===== src/rtl/i2c10_pkg.sv =====
package i2c10_pkg;

  // strobes from control to datapath
  typedef struct packed {
    logic ackSet;
    logic ackClr;
  } dpCtrl_t;

  // events and compare results from datapath to control
  typedef struct packed {
    logic startEv;
    logic stopEv;
    logic byteDone;
    logic ackDone;
    logic hdrOk;
    logic lowOk;
    logic rwBit;
  } dpStat_t;

  typedef enum logic [2:0] {
    ST_IDLE,
    ST_HDR,
    ST_HDR_ACK,
    ST_LOW,
    ST_LOW_ACK,
    ST_MATCHED
  } ctrlState_t;

endpackage


===== src/rtl/i2c10_datapath.sv =====
module i2c10_datapath
  import i2c10_pkg::*;
#(
  parameter int ADDR_W = 10,
  parameter int BYTE_W = 8,
  parameter int HDR_W  = 5,
  parameter logic [HDR_W-1:0] HDR_CODE = 5'b11110
) (
  input  logic              clk,
  input  logic              rstN,
  input  logic              sclIn,
  input  logic              sdaIn,
  input  logic [ADDR_W-1:0] ownAddr,
  input  logic [ADDR_W-1:0] addrMask,
  input  dpCtrl_t           ctl,
  output dpStat_t           stat,
  output logic              sdaPullLow
);

  localparam int HI_W  = ADDR_W - BYTE_W;
  localparam int CNT_W = $clog2(BYTE_W + 2);
  localparam logic [CNT_W-1:0] LAST_DATA = CNT_W'(BYTE_W);
  localparam logic [CNT_W-1:0] ACK_BIT   = CNT_W'(BYTE_W + 1);

  logic              sclQ, sdaQ;
  logic [BYTE_W-1:0] shiftReg;
  logic [CNT_W-1:0]  bitCnt;
  logic              sclRise, sclFall;
  logic [HDR_W-1:0]  hdrField;
  logic [HI_W-1:0]   hiField;
  logic [HI_W-1:0]   hiDiff;
  logic [BYTE_W-1:0] loDiff;

  assign sclRise = sclIn & ~sclQ;
  assign sclFall = ~sclIn & sclQ;

  assign hdrField = shiftReg[BYTE_W-1 -: HDR_W];
  assign hiField  = shiftReg[HI_W:1];
  assign hiDiff   = (hiField ^ ownAddr[ADDR_W-1:BYTE_W]) & ~addrMask[ADDR_W-1:BYTE_W];
  assign loDiff   = (shiftReg ^ ownAddr[BYTE_W-1:0]) & ~addrMask[BYTE_W-1:0];

  always_comb begin
    stat.startEv  = sclIn & sclQ & sdaQ & ~sdaIn;
    stat.stopEv   = sclIn & sclQ & ~sdaQ & sdaIn;
    stat.byteDone = sclFall & (bitCnt == LAST_DATA);
    stat.ackDone  = sclFall & (bitCnt == ACK_BIT);
    stat.hdrOk    = (hdrField == HDR_CODE) && (hiDiff == '0);
    stat.lowOk    = (loDiff == '0);
    stat.rwBit    = shiftReg[0];
  end

  always_ff @(posedge clk or negedge rstN) begin
    if (!rstN) begin
      sclQ       <= 1'b1;
      sdaQ       <= 1'b1;
      shiftReg   <= '0;
      bitCnt     <= '0;
      sdaPullLow <= 1'b0;
    end else begin
      sclQ <= sclIn;
      sdaQ <= sdaIn;
      if (stat.startEv || stat.stopEv) begin
        bitCnt <= '0;
      end else if (sclRise && bitCnt != ACK_BIT) begin
        shiftReg <= {shiftReg[BYTE_W-2:0], sdaIn};
        bitCnt   <= bitCnt + 1'b1;
      end else if (stat.ackDone) begin
        bitCnt <= '0;
      end
      if (ctl.ackClr)      sdaPullLow <= 1'b0;
      else if (ctl.ackSet) sdaPullLow <= 1'b1;
    end
  end

endmodule


===== src/rtl/i2c10_ctrl.sv =====
module i2c10_ctrl
  import i2c10_pkg::*;
(
  input  logic    clk,
  input  logic    rstN,
  input  dpStat_t stat,
  input  logic    addrIntEn,
  input  logic    startIntEn,
  output dpCtrl_t ctl,
  output logic    flagAdd10,
  output logic    flagData,
  output logic    flagRead,
  output logic    irqPulse
);

  ctrlState_t state;
  logic       selected;
  logic       hdrAccept;
  logic       lowAccept;

  assign hdrAccept = (state == ST_HDR) && stat.hdrOk && (selected || !stat.rwBit);
  assign lowAccept = (state == ST_LOW) && stat.lowOk;

  always_comb begin
    ctl.ackSet = stat.byteDone && (hdrAccept || lowAccept);
    ctl.ackClr = stat.ackDone || stat.startEv || stat.stopEv;
  end

  assign flagAdd10 = selected;

  always_ff @(posedge clk or negedge rstN) begin
    if (!rstN) begin
      state    <= ST_IDLE;
      selected <= 1'b0;
      flagData <= 1'b0;
      flagRead <= 1'b0;
      irqPulse <= 1'b0;
    end else begin
      irqPulse <= 1'b0;
      if (stat.stopEv) begin
        state    <= ST_IDLE;
        selected <= 1'b0;
      end else if (stat.startEv) begin
        state <= ST_HDR;
      end else begin
        unique case (state)
          ST_HDR: if (stat.byteDone) begin
            if (hdrAccept) begin
              state    <= ST_HDR_ACK;
              flagData <= 1'b0;
              flagRead <= selected ? stat.rwBit : 1'b0;
            end else begin
              state    <= ST_IDLE;
              selected <= 1'b0;
            end
          end
          ST_HDR_ACK: if (stat.ackDone) begin
            irqPulse <= addrIntEn & startIntEn;
            state    <= selected ? ST_MATCHED : ST_LOW;
          end
          ST_LOW: if (stat.byteDone) begin
            if (lowAccept) begin
              state    <= ST_LOW_ACK;
              selected <= 1'b1;
            end else begin
              state <= ST_IDLE;
            end
          end
          ST_LOW_ACK: if (stat.ackDone) begin
            irqPulse <= addrIntEn & startIntEn;
            state    <= ST_MATCHED;
          end
          ST_MATCHED: if (stat.byteDone) flagData <= 1'b1;
          default: state <= ST_IDLE;
        endcase
      end
    end
  end

endmodule


===== src/rtl/i2c10_addr_match.sv =====
module i2c10_addr_match
  import i2c10_pkg::*;
#(
  parameter int ADDR_W = 10,
  parameter int BYTE_W = 8
) (
  input  logic              clk,
  input  logic              rstN,
  input  logic              sclIn,
  input  logic              sdaIn,
  input  logic [ADDR_W-1:0] ownAddr,
  input  logic [ADDR_W-1:0] addrMask,
  input  logic              addrIntEn,
  input  logic              startIntEn,
  output logic              sdaPullLow,
  output logic              flagAdd10,
  output logic              flagData,
  output logic              flagRead,
  output logic              irqPulse
);

  dpCtrl_t ctl;
  dpStat_t stat;

  i2c10_datapath #(.ADDR_W(ADDR_W), .BYTE_W(BYTE_W)) u_dp (
    .clk(clk), .rstN(rstN), .sclIn(sclIn), .sdaIn(sdaIn),
    .ownAddr(ownAddr), .addrMask(addrMask), .ctl(ctl), .stat(stat),
    .sdaPullLow(sdaPullLow)
  );

  i2c10_ctrl u_ctrl (
    .clk(clk), .rstN(rstN), .stat(stat), .addrIntEn(addrIntEn),
    .startIntEn(startIntEn), .ctl(ctl), .flagAdd10(flagAdd10),
    .flagData(flagData), .flagRead(flagRead), .irqPulse(irqPulse)
  );

endmodule


===== config.mk =====
export PLATFORM = sky130hd
export DESIGN_NAME = i2c10_addr_match
export DESIGN_NICKNAME = d
export VERILOG_FILES = /design/src/rtl/i2c10_pkg.sv /design/src/rtl/i2c10_datapath.sv /design/src/rtl/i2c10_ctrl.sv /design/src/rtl/i2c10_addr_match.sv
export SDC_FILE = /design/constraint.sdc
export NUM_CORES = 1
export LEC_CHECK = 0
export CAP_MARGIN = 0
export CORE_MARGIN = 10
export CORE_UTILIZATION = 40
export CTS_CLUSTER_DIAMETER = 80
export DETAILED_ROUTE_END_ITERATION = 12
export GPL_TIMING_DRIVEN = 0
export PLACE_DENSITY = 0.66
export SLEW_MARGIN = 40
export SYNTH_ARGS = -nofsm -noshare
export SYNTH_HDL_FRONTEND = slang
export SYNTH_HIERARCHICAL = 1
export SYNTH_SLANG_ARGS = --single-unit

===== constraint.sdc =====
create_clock -name clk -period 2.3 [get_ports clk]
set_input_delay 0.575 -clock clk [delete_from_list [all_inputs] [get_ports clk]]
set_output_delay 0.575 -clock clk [all_outputs]
set_load 0.02 [all_outputs]

==> out/results.txt <==
Result of the run - completed
Largest reg by FF count - u_dp/shiftReg
Flops & latches, synth - 22
Largest register FFs - 8
Min-Delay Path Class - input port to async pin
DR vias - 1080
Max-cap violations - 0
Total count of hold-check failures in the final report - 0
Most common library cell in the layout ignoring fill and taps - sky130_fd_sc_hd__clkdlybuf4s50_1
Core area - 3280 um^2
DR pass1 iterations - 4
Top flip-flop cell by instance count after synthesis - sky130_fd_sc_hd__dfrtp_1
Cells traversed along the worst timing path - clkdlybuf4s50_1 > nor3b_4 > or3_4 > o31a_1 > mux2_1
Worst reg-to-reg setup slack - 140 ps
Leakage power summed over all cells - 0.767 nW
Arrival time reported for the critical path endpoint - 2370 ps
Peak per-stage delay on the critical path - 540 ps
Number of CTS-inserted buffers - 3
Final setup skew - 3.61 ps
Count of flip-flops with a built-in enable after synthesis - 0
Die footprint - 6090 um^2
Number of I/O pins - 31
Via count of the first global-routing pass - 1083
Clock input transition at the sequential cells of the worst setup and hold paths - 110 ps
Avg Vias per Cell - 5.17
Starting DRT DRC Count - 59
CTS tree - yes
Share of synthesized registers carrying an async set or reset - 100%
Worst Setup Start Kind - input port
Period Utilization, post-route - 94.6%
Maximum level of the CTS H-tree - 1
Post-route insts no fill - 209
DP Wirelength - 2440 um
IR Drop Worst-Case VDD - 0.000377 V
Pre-CTS setup slack - -566 ps
Setup violators final - 0
Total power density per cell area - 687 nW/um^2
Die Span Y - 78.0 um
Hold-fix buffers, CTS - 0
Clock latency at the later pin of the worst-skew pair - 300 ps
Worst Path Buf+Inv - 1
Fmax - 460 MHz
Tightest Pin Transition - 498 ps
Total nets after synthesis - 157
Kind of capture point of the worst setup path - register
Number of placed instances, taps included - 204
Antenna violations before repair - 0
Warnings from Yosys - 6
WP data required - 2490 ps
Critical Path Slowest Stage Cell - sky130_fd_sc_hd__clkdlybuf4s50_1
Antenna diodes - 0
Total number of placement rows - 21
Horizontal die dimension - 78.0 um
Antenna Nets Post-Route - 0
Total detailed-routing wirelength - 3190 um
Root buffer cell - sky130_fd_sc_hd__clkbuf_4
Cell type group with the largest total delay on the critical path - simple AND/OR/NAND/NOR gates
Fraction of the yosys area taken by sequential cells - 41.0%
Final routed DRC violation total - 0
Cell area after synthesis - 1350 um^2
Setup WS post-layout - 124 ps
Wire length of the first global-routing pass - 5190 um
Count of filler cells inserted in the layout - 296
Number of nets in the layout - 193
Post-Syn Instances - 128
Power consumption - 1.22 mW
Clock Sink Count - 22
Leading cell types in the layout, fill and taps excluded - sky130_fd_sc_hd__clkdlybuf4s50_1, sky130_fd_sc_hd__dfrtp_1, sky130_fd_sc_hd__xnor2_1
Maximum fanout along the worst path - 5
Pin count of the biggest net entering global routing - 23
Starting Density - 41.0%
Total grt overflow - 0
Final estimated routing congestion in global placement - 0.831
Minimum clock period - 2180 ps
Final core utilization - 54.1%
Worst slew margin - 66.5%
Leading registers by flop count - u_dp/shiftReg (8), u_dp/bitCnt (4), u_ctrl/state (3)
Share of cells above drive strength 1 - 18.4%
CTS Buffer Depth - 2
Crit path launch - sdaIn
Avg Inst Size Synth - 10.5 um^2
Setup Crit Path Kind - input port to register
Post-detailed-route wirelength per cell - 15.2 um
Number of max-slew violations in the final report - 0
Count of input and output buffers - 30
Area growth from synthesis to layout - 31.9%
GRT Overall Usage - 10.4%
RSZ-0062 raised after global routing - no
Count of distinct cell types in the synthesized netlist - 41
Worst reg2reg path startpoint - u_dp/sclQ
-- through the flow --
stage	setup TNS, ps	area (um^2)	hold slack, ps
6_report	0	1780	213
5_1_grt	0	1780	226
4_1_cts	0	1750	223
3_5_place_dp	-2880	1700	517
3_3_place_gp	-2700	1710	491
2_1_floorplan	0	1350	279
-- metal layers --
metal,wire [um],track usage (%)
met4,22,4.30
met2,1740,17.9
met3,76,2.05
met5,0,0
met1,1350,12.3
-- where the power goes --
group	leakage (nW)	total [mW]	switching [mW]	internal (mW)
sequential	0.269	0.606	0.126	0.479
clock	0.0150	0.174	0.107	0.0675
combinational	0.482	0.442	0.168	0.274
-- area by class of cell --
| cell class | instances | area [um^2] | share of cell area [%] |
|---|---|---|---|
| Inverter | 5 | 18.8 | 1.06 |
| Sequential cell | 22 | 553 | 31.1 |
| Multi-Input combinational cell | 97 | 795 | 44.7 |
| Timing Repair Buffer | 31 | 305 | 17.2 |
| Tap cell | 46 | 57.6 | 3.24 |
| Buffer | 4 | 22.5 | 1.27 |
| Clock buffer | 4 | 26.3 | 1.48 |
-- cells in the mapped netlist (all sizes together) (2+ instances only) --
cell type  instances  area [um^2]
a211oi             2         15.0
a21oi              4         20.0
and3b              2         18.8
buf                3         17.5
dfrtp             20          500
dfstp              2         52.6
ha                 3         37.5
inv                5         18.8
mux2              10          143
mux2i              2         20.0
nand2              6         38.8
nand2b             2         12.5
nand3              5         25.0
nand3b             3         35.0
nand4              3         18.8
nor2               9         33.8
nor2b              2         12.5
nor3               2         10.0
nor3b              3         22.5
nor4               2         12.5
o211ai             2         15.0
o21ai              8         40.0
o22ai              5         37.5
or3                2         17.5
xnor2             12          105
-- cells by family after synthesis --
family	share of synthesized area, %
and+or+nand+nor	22.1
AOI/OAI and AO/OA	11.1
adders and majority gates	2.79
muxes	12.1
buffers and inverters	3.06
xor gates and xnor gates	7.80
DFF	41.0
-- worst reg2reg max path: cells and delay by family, from the launching register on --
family	cells	cell delay, ps
simple gates	3	690
mux	1	330
flops	1	560
compound gates	2	480
-- what timing repair did --
action	4_1_cts	5_1_grt
pin swaps	0	3
gates resized for setup	4	4
endpoints found under the setup margin	5	3
buffers inserted	0	1
-- final timing paths --
kind	endpoint	cells past startpoint
min in group clk	u_dp/sclQ	1
worst max register to register	u_ctrl/state[2]	6
worst max-delay path	u_ctrl/state[2]	5
max in group asynchronous	u_dp/sclQ	1
worst min-delay path	u_ctrl/state[2]	1
worst min register to register	u_ctrl/flagRead	2
No activity file was read; power rests on OpenSTA's default activity.
